`src/rtl/selfprog_pkg.sv`:
```
package selfprog_pkg;

    typedef enum logic [2:0] {
        CMD_NONE,
        CMD_FILL,
        CMD_CLEAR,
        CMD_ERASE,
        CMD_PROG,
        CMD_FUSE
    } cmd_e;

    typedef enum logic [1:0] {
        ST_IDLE,
        ST_ARMED,
        ST_BUSY
    } state_e;

    // register image {clr_buf, rd_fuse, pg_prog, pg_erase, st_en}
    function automatic logic [4:0] cmd_image(cmd_e c);
        logic [4:0] v;
        unique case (c)
            CMD_FILL:  v = 5'b00001;
            CMD_CLEAR: v = 5'b10001;
            CMD_ERASE: v = 5'b00011;
            CMD_PROG:  v = 5'b00101;
            CMD_FUSE:  v = 5'b01001;
            default:   v = 5'b00000;
        endcase
        return v;
    endfunction

endpackage

```
`src/rtl/selfprog_cmd_decode.sv`:
```
module selfprog_cmd_decode
    import selfprog_pkg::*;
(
    input  logic [4:0] pattern,
    output cmd_e       cmd,
    output logic       valid
);
    always_comb begin
        valid = 1'b1;
        unique case (pattern)
            5'b00001: cmd = CMD_FILL;
            5'b10001: cmd = CMD_CLEAR;
            5'b00011: cmd = CMD_ERASE;
            5'b00101: cmd = CMD_PROG;
            5'b01001: cmd = CMD_FUSE;
            default: begin
                cmd   = CMD_NONE;
                valid = 1'b0;
            end
        endcase
    end
endmodule

```
`src/rtl/selfprog_arm_window.sv`:
```
module selfprog_arm_window #(
    parameter int MAX_CYCLES = 4,
    localparam int CW = $clog2(MAX_CYCLES + 1)
) (
    input  logic          clk,
    input  logic          clr,
    input  logic          load,
    input  logic [CW-1:0] load_val,
    input  logic          run,
    output logic          last
);
    logic [CW-1:0] cnt_q;

    always_ff @(posedge clk) begin
        if (clr) begin
            cnt_q <= '0;
        end else if (load) begin
            cnt_q <= load_val;
        end else if (run && cnt_q != '0) begin
            cnt_q <= cnt_q - 1'b1;
        end
    end

    assign last = run && (cnt_q == CW'(1));
endmodule

```
`src/rtl/selfprog_op_timer.sv`:
```
module selfprog_op_timer #(
    parameter int TICKS = 4000,
    localparam int TW = $clog2(TICKS + 1)
) (
    input  logic clk,
    input  logic clr,
    input  logic en,
    input  logic tick,
    output logic expired
);
    logic [TW-1:0] cnt_q;

    always_ff @(posedge clk) begin
        if (clr) begin
            cnt_q <= '0;
        end else if (en && tick && cnt_q != TW'(TICKS)) begin
            cnt_q <= cnt_q + 1'b1;
        end
    end

    assign expired = (cnt_q == TW'(TICKS));
endmodule

```
`src/rtl/selfprog_ctrl.sv`:
```
module selfprog_ctrl
    import selfprog_pkg::*;
#(
    parameter int ZW          = 16,
    parameter int PAGE_WORDS  = 32,
    parameter int ARM_CYCLES  = 4,
    parameter int LOAD_CYCLES = 3,
    parameter int OP_TICKS    = 4000,
    localparam int WA  = $clog2(PAGE_WORDS),
    localparam int PGW = ZW - WA - 1,
    localparam int WMX = (ARM_CYCLES > LOAD_CYCLES) ? ARM_CYCLES : LOAD_CYCLES,
    localparam int CW  = $clog2(WMX + 1)
) (
    input  logic           clk,
    input  logic           rst_n,
    input  logic           osc_tick,
    input  logic           reg_we,
    input  logic [7:0]     reg_wdata,
    output logic [7:0]     reg_rdata,
    input  logic           store_strobe,
    input  logic           load_strobe,
    input  logic [ZW-1:0]  zptr,
    input  logic [15:0]    r_data,
    input  logic [7:0]     fuse_bits,
    input  logic [7:0]     lock_bits,
    output logic           buf_we,
    output logic [WA-1:0]  buf_addr,
    output logic [15:0]    buf_wdata,
    output logic           buf_clr,
    output logic           flash_start,
    output logic           flash_prog,
    output logic [PGW-1:0] flash_page,
    input  logic           flash_ack,
    output logic           ld_valid,
    output logic [7:0]     ld_data,
    output logic           halt,
    output logic           busy
);
    state_e state_q, state_d;
    cmd_e   cmd_q, cmd_d;
    cmd_e   dec_cmd;
    logic   dec_valid;
    logic   ack_seen_q;
    logic   rst_apply;
    logic   wr_ok, hit, fire, start_op;
    logic   win_load, win_last;
    logic [CW-1:0] win_val;
    logic   tmr_expired;

    // reset is held off while a long operation runs
    assign rst_apply = !rst_n && (state_q != ST_BUSY);

    selfprog_cmd_decode u_dec (
        .pattern (reg_wdata[4:0]),
        .cmd     (dec_cmd),
        .valid   (dec_valid)
    );

    assign wr_ok   = reg_we && dec_valid;
    assign hit     = (cmd_q == CMD_FUSE) ? load_strobe : store_strobe;
    assign win_val = (dec_cmd == CMD_FUSE) ? CW'(LOAD_CYCLES) : CW'(ARM_CYCLES);

    selfprog_arm_window #(.MAX_CYCLES(WMX)) u_win (
        .clk      (clk),
        .clr      (rst_apply),
        .load     (win_load),
        .load_val (win_val),
        .run      (state_q == ST_ARMED),
        .last     (win_last)
    );

    selfprog_op_timer #(.TICKS(OP_TICKS)) u_tmr (
        .clk     (clk),
        .clr     (start_op || rst_apply),
        .en      (state_q == ST_BUSY),
        .tick    (osc_tick),
        .expired (tmr_expired)
    );

    // next-state logic
    always_comb begin
        state_d  = state_q;
        cmd_d    = cmd_q;
        win_load = 1'b0;
        fire     = 1'b0;
        start_op = 1'b0;
        unique case (state_q)
            ST_IDLE: begin
                if (wr_ok) begin
                    state_d  = ST_ARMED;
                    cmd_d    = dec_cmd;
                    win_load = 1'b1;
                end
            end
            ST_ARMED: begin
                if (hit) begin
                    fire = 1'b1;
                    if (cmd_q == CMD_ERASE || cmd_q == CMD_PROG) begin
                        state_d  = ST_BUSY;
                        start_op = 1'b1;
                    end else begin
                        state_d = ST_IDLE;
                        cmd_d   = CMD_NONE;
                    end
                end else if (wr_ok) begin
                    cmd_d    = dec_cmd;
                    win_load = 1'b1;
                end else if (win_last) begin
                    state_d = ST_IDLE;
                    cmd_d   = CMD_NONE;
                end
            end
            ST_BUSY: begin
                if (tmr_expired && (ack_seen_q || flash_ack)) begin
                    state_d = ST_IDLE;
                    cmd_d   = CMD_NONE;
                end
            end
            default: begin
                state_d = ST_IDLE;
                cmd_d   = CMD_NONE;
            end
        endcase
    end

    // state register
    always_ff @(posedge clk) begin
        if (rst_apply) begin
            state_q    <= ST_IDLE;
            cmd_q      <= CMD_NONE;
            ack_seen_q <= 1'b0;
        end else begin
            state_q <= state_d;
            cmd_q   <= cmd_d;
            if (start_op) begin
                ack_seen_q <= 1'b0;
            end else if (state_q == ST_BUSY && flash_ack) begin
                ack_seen_q <= 1'b1;
            end
        end
    end

    // registered action outputs
    always_ff @(posedge clk) begin
        if (rst_apply) begin
            buf_we      <= 1'b0;
            buf_addr    <= '0;
            buf_wdata   <= '0;
            buf_clr     <= 1'b0;
            flash_start <= 1'b0;
            flash_prog  <= 1'b0;
            flash_page  <= '0;
            ld_valid    <= 1'b0;
            ld_data     <= '0;
        end else begin
            buf_we      <= fire && (cmd_q == CMD_FILL);
            buf_clr     <= fire && (cmd_q == CMD_CLEAR);
            flash_start <= start_op;
            ld_valid    <= fire && (cmd_q == CMD_FUSE);
            if (fire && cmd_q == CMD_FILL) begin
                buf_addr  <= zptr[WA:1];
                buf_wdata <= r_data;
            end
            if (start_op) begin
                flash_prog <= (cmd_q == CMD_PROG);
                flash_page <= zptr[ZW-1:WA+1];
            end
            if (fire && cmd_q == CMD_FUSE) begin
                ld_data <= zptr[0] ? fuse_bits : lock_bits;
            end
        end
    end

    assign reg_rdata = {3'b000, cmd_image(cmd_q)};
    assign halt      = (state_q == ST_BUSY);
    assign busy      = halt;
endmodule

```
`config.mk`:
```
export PLATFORM = sky130hd
export DESIGN_NAME = selfprog_ctrl
export DESIGN_NICKNAME = d
export VERILOG_FILES = /design/src/rtl/selfprog_pkg.sv /design/src/rtl/selfprog_cmd_decode.sv /design/src/rtl/selfprog_arm_window.sv /design/src/rtl/selfprog_op_timer.sv /design/src/rtl/selfprog_ctrl.sv
export SDC_FILE = /design/constraint.sdc
export NUM_CORES = 1
export LEC_CHECK = 0
export BUFFER_PORTS_ARGS = -buffer_cell sky130_fd_sc_hd__buf_2
export CAP_MARGIN = 5
export CORE_MARGIN = 5
export CORE_UTILIZATION = 33
export DETAILED_ROUTE_END_ITERATION = 16
export HOLD_SLACK_MARGIN = 0.03
export SKIP_CTS_REPAIR_TIMING = 1
export SYNTH_ARGS = -nofsm -noshare
export SYNTH_HDL_FRONTEND = slang
export SYNTH_SLANG_ARGS = --single-unit
```
`constraint.sdc`:
```
create_clock -name clk -period 5.4 [get_ports clk]
set_input_delay 0.27 -clock clk [delete_from_list [all_inputs] [get_ports clk]]
set_output_delay 0.27 -clock clk [all_outputs]
set_load 0.02 [all_outputs]
```
==> results.sh, run 1 <==
export IMPL_hold_viol_final=0
export IMPL_grt_pass1_vias=2307
export IMPL_dieHeight_um=102
export IMPL_slowest_stage="nor3_2"
export IMPL_row_count=33
export IMPL_drcViolationCount=0
export IMPL_finalSetupViolations=0
export IMPL_routed_wl_um=6590
export IMPL_worstSetupPathType="reg -> reg"
export IMPL_status="finished, final reports clean"
export IMPL_seqCellArea_mm2=0.00130
export IMPL_grt_pass1_wl_um=10400
export IMPL_detail_route_antenna_nets=0
export IMPL_ir_worst_vdd_uv=148
export IMPL_power_uw=1040
export IMPL_clkSinkCount=65
export IMPL_io_pins=117
export IMPL_final_setup_tns_ns=0
export IMPL_crit_family="simple AND/OR/NAND/NOR gates"
export IMPL_dpl_cell_area_mm2=0.00340
export IMPL_nFillCells=836
export IMPL_fin_crit_sh=0.418
export IMPL_fin_util=0.441
export IMPL_syn_cell_area_mm2=0.00282
export IMPL_insertion_delay_ns=0.34
export IMPL_ys_types=47
export IMPL_clk_path_buf_depth=2
export IMPL_fmax_mhz=443
export IMPL_clock_tree_root_cell="clkbuf_8"
export IMPL_synth_cells=292
export IMPL_synth_common_cells="dfxtp_1 (65), nor2_1 (54), mux2i_1 (32)"
export IMPL_clk_pin_slew_worst_paths_ns=0.07
export IMPL_skew_ns=0.00498
export IMPL_crit_chain="nor2b_1 -> nor2_2 -> buf_4 -> nor3_2 -> a22o_1"
export IMPL_die_w_um=102
export IMPL_cts_tree="yes"
export IMPL_slew_headroom=0.425
export IMPL_num_nets_final=465
export IMPL_grt_max_degree=33
export IMPL_p_leak_uw=0.00162
export IMPL_num_antenna_cells=0
export IMPL_initial_core_util=0.341
export IMPL_endpoint_kind="flop"
export IMPL_p_per_area_mw_per_mm2=287
export IMPL_grt_usage=0.126
export IMPL_layout_setup_ws_ns=3.14
export IMPL_dr_pass1_iters=4
export IMPL_synth_top_flop_cell="dfxtp_1"
export IMPL_avgRoutedWirePerCell_um=13.0
export IMPL_tightest_slew_ns=0.857
export IMPL_synthArstFlopShare=0
export IMPL_multi_input_area_mm2=0.00139
export IMPL_dieArea_mm2=0.0105
export IMPL_io_buffers=110
export IMPL_drtIter0Drc=34
export IMPL_hold_path_class="in -> reg"
export IMPL_synth_edf_count=0
export IMPL_slew_violations=0
export IMPL_cpPeakStageDelay_ns=0.72
export IMPL_gp_congestion=0.815
export IMPL_yosysMostFrequentCell="dfxtp_1"
export IMPL_yosysSeqAreaShare=0.462
export IMPL_synth_area_leaders="dfxtp_1 (46%), mux2i_1 (11%), nor2_1 (7.2%), a22o_1 (3.4%), a211oi_1 (3.2%)"
export IMPL_design_area_mm2=0.00364
export IMPL_area_growth_pct=29.3
export IMPL_rsz0062_at_grt="false"
export IMPL_crit_fanout=32
export IMPL_numCtsBuffers=9
export IMPL_cap_violations=0
export IMPL_pre_cts_ws_ns=3.12
export IMPL_htreeDepth=3
export IMPL_core_area_mm2=0.00826
export IMPL_antenna_found_initial=0
export IMPL_ys_warnings_count=0
export IMPL_ys_ff_latch=65
export IMPL_place_hpwl_um=5060
export IMPL_worstPathArrival_ns=2.54
export IMPL_grt_overflow_total=0
export IMPL_drive_gt1_frac=0.338
export IMPL_num_vias=2345
export IMPL_synth_top_area_cell="dfxtp_1"
export IMPL_synth_top_cell_area_share=0.462
export IMPL_cp_start_kind="flop"
export IMPL_avgSynthCellArea_um2=9.65
export IMPL_required_ns=5.68
export IMPL_path_buf_inv=1
export IMPL_layout_min_cycle_time_ns=2.26
export IMPL_routed_via_density=4.63
[cell usage in the layout, fill, tap and decap left out, drive strengths merged, types with 2 or more instances in the layout]
cell type | synthesis | final
o21a | 2 | 2
o211ai | 2 | 2
conb | 1 | 3
dfxtp | 65 | 65
nor4b | 2 | 2
nor3 | 4 | 4
or2 | 2 | 2
nor3b | 4 | 4
clkbuf | 6 | 11
and2 | 2 | 2
a21oi | 5 | 5
a211oi | 13 | 13
nand4 | 8 | 8
xor2 | 8 | 8
nand2 | 13 | 13
nor2 | 54 | 54
and3 | 6 | 6
and3b | 2 | 2
inv | 6 | 6
mux2i | 32 | 32
ha | 5 | 5
xnor2 | 6 | 6
nor2b | 2 | 2
bufinv | 0 | 3
nand3 | 2 | 2
nand2b | 3 | 3
a22o | 11 | 11
buf | 13 | 111
o21ai | 4 | 4
[power by group]
| part | leakage, µW | total [µW] | internal, µW | switching, µW |
|---|---|---|---|---|
| combinational | 0.000979 | 61.7 | 29.4 | 32.4 |
| clock | 0.000120 | 499 | 319 | 181 |
| sequential | 0.000524 | 483 | 481 | 1.99 |
| total | 0.00162 | 1040 | 829 | 215 |
[state kept, by name, indices dropped and copies added, names as in the netlist, 2 cells and up]
signal,flops
cmd_q,3
flash_page,10
buf_addr,5
ld_data,8
state_q,2
u_win.cnt_q,3
buf_wdata,16
u_tmr.cnt_q,12
[worst reg2reg max path, stage by stage (launching register included)]
cell	delay, ns
dfxtp_1	0.46
nor2b_1	0.46
nor2_2	0.05
buf_4	0.24
nor3_2	0.73
a22o_1	0.26
[metrics by stage]
stage | std cells | hold slack (ns)
4_1_cts | 507 | 0.131
5_1_grt | 507 | 0.135
3_3_place_gp | 491 | 0.452
2_1_floorplan | 294 | 0.403
6_report | 507 | 0.150
3_5_place_dp | 491 | 0.450
[worst paths after layout]
check | startpoint | cells after the start | slack [ns] | endpoint
max | state_q[1]$_SDFFE_PP0P_ | 5 | 3.14 | flash_page[1]$_SDFFE_PP0P_
min reg2reg | flash_prog$_SDFFE_PP0P_ | 1 | 0.47 | flash_prog$_SDFFE_PP0P_
max reg2reg | state_q[1]$_SDFFE_PP0P_ | 5 | 3.14 | flash_page[1]$_SDFFE_PP0P_
min | zptr[15] | 2 | 0.15 | flash_page[9]$_SDFFE_PP0P_
[final cells by class]
cell class / count / area share
Inverter: 6 / 0.00618
Multi-Input combinational cell: 204 / 0.381
Sequential cell: 65 / 0.357
Timing Repair Buffer: 111 / 0.153
Clock buffer: 11 / 0.0388
Clock inverter: 5 / 0.0281
Tap cell: 105 / 0.0360
[cells by family after synthesis]
| kind of cell | after synthesis | synth area share |
|---|---|---|
| simple gates | 108 | 0.192 |
| flops | 65 | 0.462 |
| compound gates | 41 | 0.111 |
| mux | 33 | 0.119 |
| buf+inv | 25 | 0.0497 |
| xor+xnor | 14 | 0.0435 |
| fa+ha+maj | 5 | 0.0222 |
| other cells | 1 | 0.00133 |
[routing by layer]
metal	up-vias	track usage	wire length [µm]
met5	-	0	0
met4	0	0.0424	67
met3	9	0.0457	702
met2	91	0.205	2920
met1	1023	0.154	2900
li1	1222	-	-
(Power assumes the default switching activity.)
==> run 2: changes to the inputs <==
==> constraint.sdc (replaced) <==
create_clock -name clk -period 1.9 [get_ports clk]
set_input_delay 0.095 -clock clk [delete_from_list [all_inputs] [get_ports clk]]
set_output_delay 0.095 -clock clk [all_outputs]
set_load 0.02 [all_outputs]
==> run 2 against run 1 <==
  * First-iteration DRC count increased by 21%
  * Utilization increased by 3.1 points
  * Cell count increased by 5.9%
  * The flow now finishes with violations (negative hold slack)
  * Critical endpoint is now flash_page[3]$_SDFFE_PP0P_
  * Non-clock buffer count increased by 30
  * Via count increased by 6.1%
  * Power increased to 2.6 times the previous value
  * Final area increased by 6.9%
  * Highest routed layer unchanged
  * Clock skew increased by 0.0022 ns
  * Clock power increased by 140%
==> results.sh, run 2 (synthesis gave the netlist of run 1 again) <==
export IMPL_status="finished with violations"
export IMPL_violations="negative hold slack"
export IMPL_avgRoutedWirePerCell_um=12.7
export IMPL_io_pins=117
export IMPL_holdWs_ns=-0.00105
export IMPL_crit_fanout=11
export IMPL_p_leak_uw=0.00175
export IMPL_routed_via_density=4.64
export IMPL_layout_min_cycle_time_ns=1.71
export IMPL_rsz0062_at_grt="false"
export IMPL_place_hpwl_um=5020
export IMPL_row_count=33
export IMPL_clock_tree_root_cell="clkbuf_8"
export IMPL_cp_start_kind="flop"
export IMPL_endpoint_kind="flop"
export IMPL_num_vias=2489
export IMPL_mostFrequentLayoutCell="buf_2"
export IMPL_slowest_stage="mux2_4"
export IMPL_grt_pass1_wl_um=10300
export IMPL_slew_headroom=0.641
export IMPL_antenna_found_initial=0
export IMPL_stdcell_count=537
export IMPL_dr_pass1_iters=4
export IMPL_clockPowerShare=0.426
export IMPL_numCtsBuffers=9
export IMPL_multi_input_area_mm2=0.00140
export IMPL_htreeDepth=3
export IMPL_cap_violations=0
export IMPL_grt_overflow_total=0
export IMPL_core_area_mm2=0.00826
export IMPL_seqCellArea_mm2=0.00130
export IMPL_hold_path_class="in -> reg"
export IMPL_required_ns=2.18
export IMPL_cts_tree="yes"
export IMPL_dpl_cell_area_mm2=0.00348
export IMPL_layout_common_cells="buf_2 (110), dfxtp_1 (65), nor2_1 (53), mux2i_1 (32), dlygate4sd3_1 (20)"
export IMPL_worstPathArrival_ns=1.99
export IMPL_hold_viol_final=1
export IMPL_fmax_mhz=583
export IMPL_clkSinkCount=65
export IMPL_finalSetupViolations=0
export IMPL_io_buffers=110
export IMPL_regMostFlops="buf_wdata"
export IMPL_placed_cells_incl_taps=501
export IMPL_drive_gt1_frac=0.347
export IMPL_p_int_uw=2130
export IMPL_sequentialPowerShare=0.495
export IMPL_final_setup_tns_ns=0
export IMPL_p_switching_uw=641
export IMPL_tightest_slew_ns=0.536
export IMPL_design_area_mm2=0.00390
export IMPL_sw_frac_of_total=0.232
export IMPL_routed_wl_um=6800
export IMPL_dieHeight_um=102
export IMPL_grt_max_degree=32
export IMPL_slew_violations=0
export IMPL_cpPeakStageDelay_ns=0.34
export IMPL_crit_chain="and3b_4 -> mux2_4 -> nand2_2 -> buf_4 -> o21a_2 -> a22o_1"
export IMPL_dieArea_mm2=0.0105
export IMPL_die_w_um=102
export IMPL_initial_core_util=0.341
export IMPL_nFillCells=815
export IMPL_ir_worst_vdd_uv=344
export IMPL_largest_register_ffs=16
export IMPL_clk_path_buf_depth=2
export IMPL_worstSetupPathType="reg -> reg"
export IMPL_insertion_delay_ns=0.33
export IMPL_grt_pass1_vias=2315
export IMPL_grt_usage=0.121
export IMPL_num_nets_final=495
export IMPL_fin_crit_sh=0.902
export IMPL_combPwrFrac=0.079
export IMPL_drtIter0Drc=41
export IMPL_drcViolationCount=0
export IMPL_p_per_area_mw_per_mm2=710
export IMPL_area_growth_pct=38.3
export IMPL_skew_ns=0.00715
export IMPL_gp_congestion=0.735
export IMPL_num_antenna_cells=0
export IMPL_clk_pin_slew_worst_paths_ns=0.07
export IMPL_largestRegisters="buf_wdata (16), u_tmr.cnt_q (12), flash_page (10)"
export IMPL_detail_route_antenna_nets=0
[run 2: cell count changes in the layout (fill, tap and decap cells not counted), sizes merged]
cell,previous run,this run
dlygate4sd3,0,20
clkinvlp,1,2
clkbuf,11,10
bufinv,3,1
clkinv,1,3
buf,111,121
[run 2: critical path: cells and delay by family (launching register included)]
family	cells	cell delay, ns
simple gates	2	0.45
compound gates	2	0.43
mux	1	0.34
buf+inv	1	0.14
flops	1	0.31
[run 2: through the flow]
step	hold WS [ns]	util	worst slack (ns)	total power [µW]
after floorplan	0.228	-	0.0590	1500
after CTS	-0.0480	0.446	-0.0135	2780
after detailed placement	0.316	0.422	-0.00527	1590
after global routing	0.0301	0.472	0.0571	2900
after global placement	0.312	0.422	0.0332	1580
final	-0.00105	0.472	0.185	2770
[run 2: cell type report]
| class | instances | area share |
|---|---|---|
| Sequential cell | 65 | 0.334 |
| Timing Repair Buffer | 141 | 0.214 |
| Multi-Input combinational cell | 204 | 0.360 |
| Tap cell | 105 | 0.0337 |
| Clock inverter | 6 | 0.0173 |
| Clock buffer | 10 | 0.0353 |
| Inverter | 6 | 0.00578 |
[run 2: worst paths after layout]
path | start | end | slack [ns] | cells after the start
min reg2reg | flash_page[0]$_SDFFE_PP0P_ | flash_page[0]$_SDFFE_PP0P_ | 0.48 | 1
max reg2reg | cmd_q[1]$_SDFFE_PP0P_ | flash_page[3]$_SDFFE_PP0P_ | 0.19 | 6
max | cmd_q[1]$_SDFFE_PP0P_ | flash_page[3]$_SDFFE_PP0P_ | 0.19 | 6
min | r_data[8] | buf_wdata[8]$_SDFFE_PP0P_ | -0.001 | 3
[run 2: power by group through the flow]
stage	sequential, µW	clock (µW)	combinational (µW)
6_report	1370	1180	218
3_5_place_dp	1400	0	187
5_1_grt	1370	1290	242
4_1_cts	1370	1230	187
2_1_floorplan	1400	0	96.7
3_3_place_gp	1400	0	182
[run 2: layer usage]
metal  track usage  vias to the layer above  part of all wire
met4        0.0454                        0             0.010
met5             0                        -                 0
li1              -                     1281                 -
met2         0.185                       94              0.43
met3        0.0369                        9              0.11
met1         0.161                     1105              0.45
